<file path="src/rtl/scroll_pkg.sv">
package scroll_pkg;

    localparam int V_W    = 15;
    localparam int FA_W   = 14;
    localparam int DOT_DW = 9;

    localparam int DOT_VSTEP = 250;
    localparam int DOT_HCOPY = 256;
    localparam int DOT_FULL  = 304;
    localparam int HBL_LAST  = 319;

    localparam logic [4:0] ROW_LAST  = 5'd29;
    localparam logic [4:0] ROW_MAX   = 5'd31;
    localparam logic [4:0] COL_MAX   = 5'd31;
    localparam logic [2:0] FINE_MAX  = 3'd7;

    typedef struct packed {
        logic [2:0] fine_y;
        logic       page_v;
        logic       page_h;
        logic [4:0] coarse_y;
        logic [4:0] coarse_x;
    } vaddr_t;

    function automatic vaddr_t step_col(vaddr_t a);
        vaddr_t r = a;
        if (a.coarse_x == COL_MAX) begin
            r.coarse_x = '0;
            r.page_h   = ~a.page_h;
        end else begin
            r.coarse_x = a.coarse_x + 5'd1;
        end
        return r;
    endfunction

    function automatic vaddr_t step_vert(vaddr_t a);
        vaddr_t r = a;
        if (a.fine_y != FINE_MAX) begin
            r.fine_y = a.fine_y + 3'd1;
        end else begin
            r.fine_y = '0;
            if (a.coarse_y == ROW_LAST) begin
                r.coarse_y = '0;
                r.page_v   = ~a.page_v;
            end else if (a.coarse_y == ROW_MAX) begin
                r.coarse_y = '0;
            end else begin
                r.coarse_y = a.coarse_y + 5'd1;
            end
        end
        return r;
    endfunction

    function automatic vaddr_t copy_horiz(vaddr_t a, vaddr_t src);
        vaddr_t r = a;
        r.page_h   = src.page_h;
        r.coarse_x = src.coarse_x;
        return r;
    endfunction

endpackage

</file>
<file path="src/rtl/scroll_step.sv">
module scroll_step
    import scroll_pkg::*;
#(
    parameter int DOT_W = DOT_DW
) (
    input  vaddr_t           cur,
    input  vaddr_t           tmp,
    input  logic [DOT_W-1:0] dot,
    input  logic             prerender,
    input  logic             render_en,
    input  logic             tile_adv,
    input  logic             port_vstep,
    output vaddr_t           nxt
);
    localparam logic [DOT_W-1:0] D_VSTEP = DOT_W'(DOT_VSTEP);
    localparam logic [DOT_W-1:0] D_HCOPY = DOT_W'(DOT_HCOPY);
    localparam logic [DOT_W-1:0] D_FULL  = DOT_W'(DOT_FULL);
    localparam logic [DOT_W-1:0] D_HBL_L = DOT_W'(HBL_LAST);

    logic in_hblank;
    logic do_col, do_vert, do_hcopy, do_full;
    vaddr_t s_col, s_vert;

    always_comb begin
        in_hblank = (dot > D_HCOPY) && (dot <= D_HBL_L);
        do_full   = render_en && prerender && (dot == D_FULL);
        do_col    = render_en && tile_adv && !in_hblank;
        do_vert   = render_en && ((dot == D_VSTEP) || port_vstep);
        do_hcopy  = render_en && (dot == D_HCOPY);

        s_col  = do_col  ? step_col(cur)    : cur;
        s_vert = do_vert ? step_vert(s_col) : s_col;

        if (do_full)
            nxt = tmp;
        else if (do_hcopy)
            nxt = copy_horiz(s_vert, tmp);
        else
            nxt = s_vert;
    end
endmodule

</file>
<file path="src/rtl/scroll_fetch_addr.sv">
module scroll_fetch_addr
    import scroll_pkg::*;
(
    input  vaddr_t          cur,
    output logic [FA_W-1:0] tile_addr,
    output logic [FA_W-1:0] attr_addr
);
    localparam logic [1:0] NT_BASE = 2'b10;
    localparam logic [3:0] ATTR_OFS = 4'b1111;

    always_comb begin
        tile_addr = {NT_BASE, cur.page_v, cur.page_h, cur.coarse_y, cur.coarse_x};
        attr_addr = {NT_BASE, cur.page_v, cur.page_h, ATTR_OFS,
                     cur.coarse_y[4:2], cur.coarse_x[4:2]};
    end
endmodule

</file>
<file path="src/rtl/scroll_addr_updater.sv">
module scroll_addr_updater
    import scroll_pkg::*;
#(
    parameter int DOT_W = DOT_DW
) (
    input  logic             clk,
    input  logic             rst,
    input  logic [DOT_W-1:0] dot,
    input  logic             prerender,
    input  logic             render_en,
    input  logic [V_W-1:0]   t_addr,
    input  logic             tile_adv,
    input  logic             port_vstep,
    output logic [V_W-1:0]   v_addr,
    output logic [FA_W-1:0]  tile_addr,
    output logic [FA_W-1:0]  attr_addr
);
    vaddr_t v_q, v_d;

    scroll_step #(.DOT_W(DOT_W)) u_step (
        .cur        (v_q),
        .tmp        (vaddr_t'(t_addr)),
        .dot        (dot),
        .prerender  (prerender),
        .render_en  (render_en),
        .tile_adv   (tile_adv),
        .port_vstep (port_vstep),
        .nxt        (v_d)
    );

    scroll_fetch_addr u_fetch (
        .cur       (v_q),
        .tile_addr (tile_addr),
        .attr_addr (attr_addr)
    );

    always_ff @(posedge clk) begin
        if (rst) v_q <= '0;
        else     v_q <= v_d;
    end

    assign v_addr = v_q;
endmodule

</file>
<file path="config.mk">
export PLATFORM = sky130hd
export DESIGN_NAME = scroll_addr_updater
export DESIGN_NICKNAME = d
export VERILOG_FILES = /design/src/rtl/scroll_pkg.sv /design/src/rtl/scroll_step.sv /design/src/rtl/scroll_fetch_addr.sv /design/src/rtl/scroll_addr_updater.sv
export SDC_FILE = /design/constraint.sdc
export NUM_CORES = 1
export LEC_CHECK = 0
export ABC_AREA = 1
export BUFFER_PORTS_ARGS = -buffer_cell sky130_fd_sc_hd__buf_4
export CORE_MARGIN = 4
export CORE_UTILIZATION = 45
export DETAILED_ROUTE_END_ITERATION = 12
export HOLD_SLACK_MARGIN = 0.05
export PLACE_DENSITY = 0.79
export SLEW_MARGIN = 40
export SYNTH_ARGS = -nofsm -noshare
export SYNTH_HDL_FRONTEND = slang
export SYNTH_HIERARCHICAL = 1
export SYNTH_SLANG_ARGS = --single-unit
</file>
<file path="constraint.sdc">
create_clock -name clk -period 4.45 [get_ports clk]
set_input_delay 1.1125 -clock clk [delete_from_list [all_inputs] [get_ports clk]]
set_output_delay 1.1125 -clock clk [all_outputs]
set_load 0.01 [all_outputs]
</file>
==> key figures <==
Logic synthesis
  – Post-synthesis sequential area ratio: 0.201
  – Synth top area share: 0.201
  – Synth area leader: dfxtp_1
  – Syn_area_per_cell: slightly above 6 um2
  – Synth cell types: 28
  – Synth warn: 6
  – Mapped Cells: 247
  – Synth Cell Area: 0.00149 mm2
  – Largest cells by area after synthesis: dfxtp_1 20%, nand2_1 17%, buf_4 15%
  – Synth Register Bits: 15

Critical path
  – Setup crit end kind: register
  – Setup crit start kind: primary input
  – WP data arrival: approximately 2.3 ns
  – Worst path required time: 4.63 ns
  – FF-to-FF path depth: 13
  – Reg2reg start: v_addr[5]
  – Reg2reg setup slack: about 2.7 ns
  – Worst setup path start: dot[1]
  – CP max FO: 11
  – Worst Path Class, Setup: primary input to register
  – Reg2reg end: v_addr[7]
  – Setup crit end: v_addr[2]

Clock tree
  – Clk Tree Root Cell: clkbuf_4
  – # resized after CTS: 0
  – CTS Buffer Depth: 2
  – CTS tree: done
  – Total CTS buffers: 3
  – Reg clk slew, reported paths: 0.10 ns
  – Clock sinks: 15
  – CTS HTree Levels: 1
  – Number of setup buffers added after CTS: 0
  – Cts hold-fix bufs: 0
  – Clk_lat worst skew: 0.28 ns

STA
  – Slew Viols, Final: 0
  – Hold Fails Final Rpt: 0
  – Period minus WS final: 2.14 ns
  – Achievable Freq: 466 MHz
  – Final WS setup: 2.31 ns
  – Part of the cycle the worst path needs: 0.482
  – Setup tns final: 0 ns
  – RSZ-0062 raised after global routing: no
  – Setup Skew: 0.00719 ns
  – Final setup fails: 0

Drt
  – Drt pass-1 iters: 5
  – Antenna-violating nets left: 0
  – Post-route DRC: 0
  – DR top layer: met4
  – DR WL met3: 253 um
  – WL met2: 1500 um
  – Wire length per cell: 9.81 um
  – Met1 Wirelength: approximately 1500 um
  – Via-per-instance ratio: roughly 4.5
  – Routed wire length: 3280 um
  – Via count: 1,493
  – 1st-iter DRT viols: 52

Min path
  – Hold Path Class: register to register
  – Hold path startpoint: v_addr[1]

Global route
  – First-pass GRT wire length: 5090 um
  – Pin count of the biggest net entering global routing: 16
  – Total GRT Usage: 0.146
  – Remaining global-route overflow: 0
  – Initial antenna violation count: 0
  – Number of global-route vias before repair: 1,231

Place
  – Post-placement worst setup slack: ~2.0 ns
  – Input/output buffers: 64
  – Placed insts: 330
  – DP HPWL: 2650 um
  – GPL Wtd Cong: 0.848

Flow run
  – Max Cap Viol: 0

Final layout
  – Area growth from synthesis to layout: 23.4%
  – Fin nets: ~330
  – Ant. Diodes: 0
  – Max reg flops: 15
  – Fin cells: ~330
  – Most frequent cells in the layout: 67 x nand2_1, 64 x buf_4, 36 x inv_1, 31 x nor2_1, 22 x nand3_1
  – Most common cell after layout, fill and taps aside: nand2_1
  – Fraction of final layout cells sized beyond drive strength 1: 0.307

Floorplanning
  – Row cnt: 20
  – Die height: 65.6 um
  – Top-Level Pins: 73
  – Die Wd: 65.6 um
  – Die ar.: approximately 0.0043 mm2
  – Core area: 0.00310 mm2
  – Starting Density: 0.481

Power and ir drop
  – Pwr dens: roughly 160 mW/mm2
  – Total power: 0.289 mW
  – Peak supply drop: 0.0000799 V
  – Leakage: approximately 1.0 nW

Run status
  – Outcome: completed
==> critical path, cell delays in order <==
cell	delay (ns)
buf_4	0.11
nor2_2	0.10
nand2_2	0.09
inv_1	0.07
nand3_2	0.24
nand2_4	0.21
inv_4	0.06
nand2_2	0.10
inv_2	0.05
nand3_1	0.06
nand2_1	0.05
inv_1	0.04
nor2_1	0.03
==> area by class of cell <==
class | count | area, um2
multi-input cells | 165 | 813
repair buffers | 64 | 480
clock inverters | 1 | 5.00
fillers | 344 | 1260
flip-flops and latches | 15 | 300
well taps | 44 | 55.1
inverters | 42 | 165
clock buffers | 3 | 22.5
==> logic make-up (layout without fill, tap and decap cells) <==
group | Yosys count | after routing | share of synthesized area
other | 2 | 8 | 0.00503
flip-flops | 15 | 15 | 0.201
adder cells (fa/ha/maj) | 7 | 7 | 0.0587
AO/OA/AOI/OAI | 10 | 10 | 0.0478
buffers and inverters | 73 | 110 | 0.269
AND/OR/NAND/NOR | 139 | 139 | 0.412
XOR/XNOR | 1 | 1 | 0.00587
==> power by group <==
part / switching, mW / internal, mW
registers: 0.00393 / 0.138
clock network: 0.0459 / 0.0333
logic: 0.0345 / 0.0338
==> worst min path at each step <==
| stage | cells past startpoint | slack (ns) | to |
|---|---|---|---|
| 2_1_floorplan | 4 | 0.60 | v_addr[1] |
| 3_3_place_gp | 4 | 0.60 | v_addr[1] |
| 3_5_place_dp | 4 | 0.60 | v_addr[1] |
| 4_1_cts | 4 | 0.61 | v_addr[1] |
| 5_1_grt | 4 | 0.66 | v_addr[1] |
| 6_report | 4 | 0.61 | v_addr[1] |
==> synth_stat cells <==
master,count
nand2_1,67
inv_1,36
nor2_1,31
buf_4,30
nand3_1,22
dfxtp_1,15
ha_1,7
nand2_2,6
nor2_2,4
inv_2,3
nand4_1,3
o21ai_0,3
conb_1,2
nand2_4,2
nand3_2,2
o211ai_1,2
a21oi_1,1
a31oi_1,1
and3_1,1
buf_6,1
clkinv_1,1
clkinv_4,1
inv_4,1
nor3b_1,1
o21ai_1,1
o21ai_2,1
o21ai_4,1
xor2_1,1
==> per-layer routing <==
metal | track usage | vias up
met5 | 0 | -
met4 | 0.0389 | 0
met3 | 0.0205 | 2
met2 | 0.243 | 51
met1 | 0.195 | 637
li1 | - | 803
==> stage by stage <==
stage               hold slack, ns  cell area [um2]  utilization
floorplan                    0.596             1520            -
global route                 0.662             1840        0.594
global placement             0.596             1810        0.585
detailed placement           0.599             1810        0.585
finish                       0.612             1840        0.594
CTS                          0.615             1840        0.594
No activity file was read; power rests on OpenSTA's default activity.
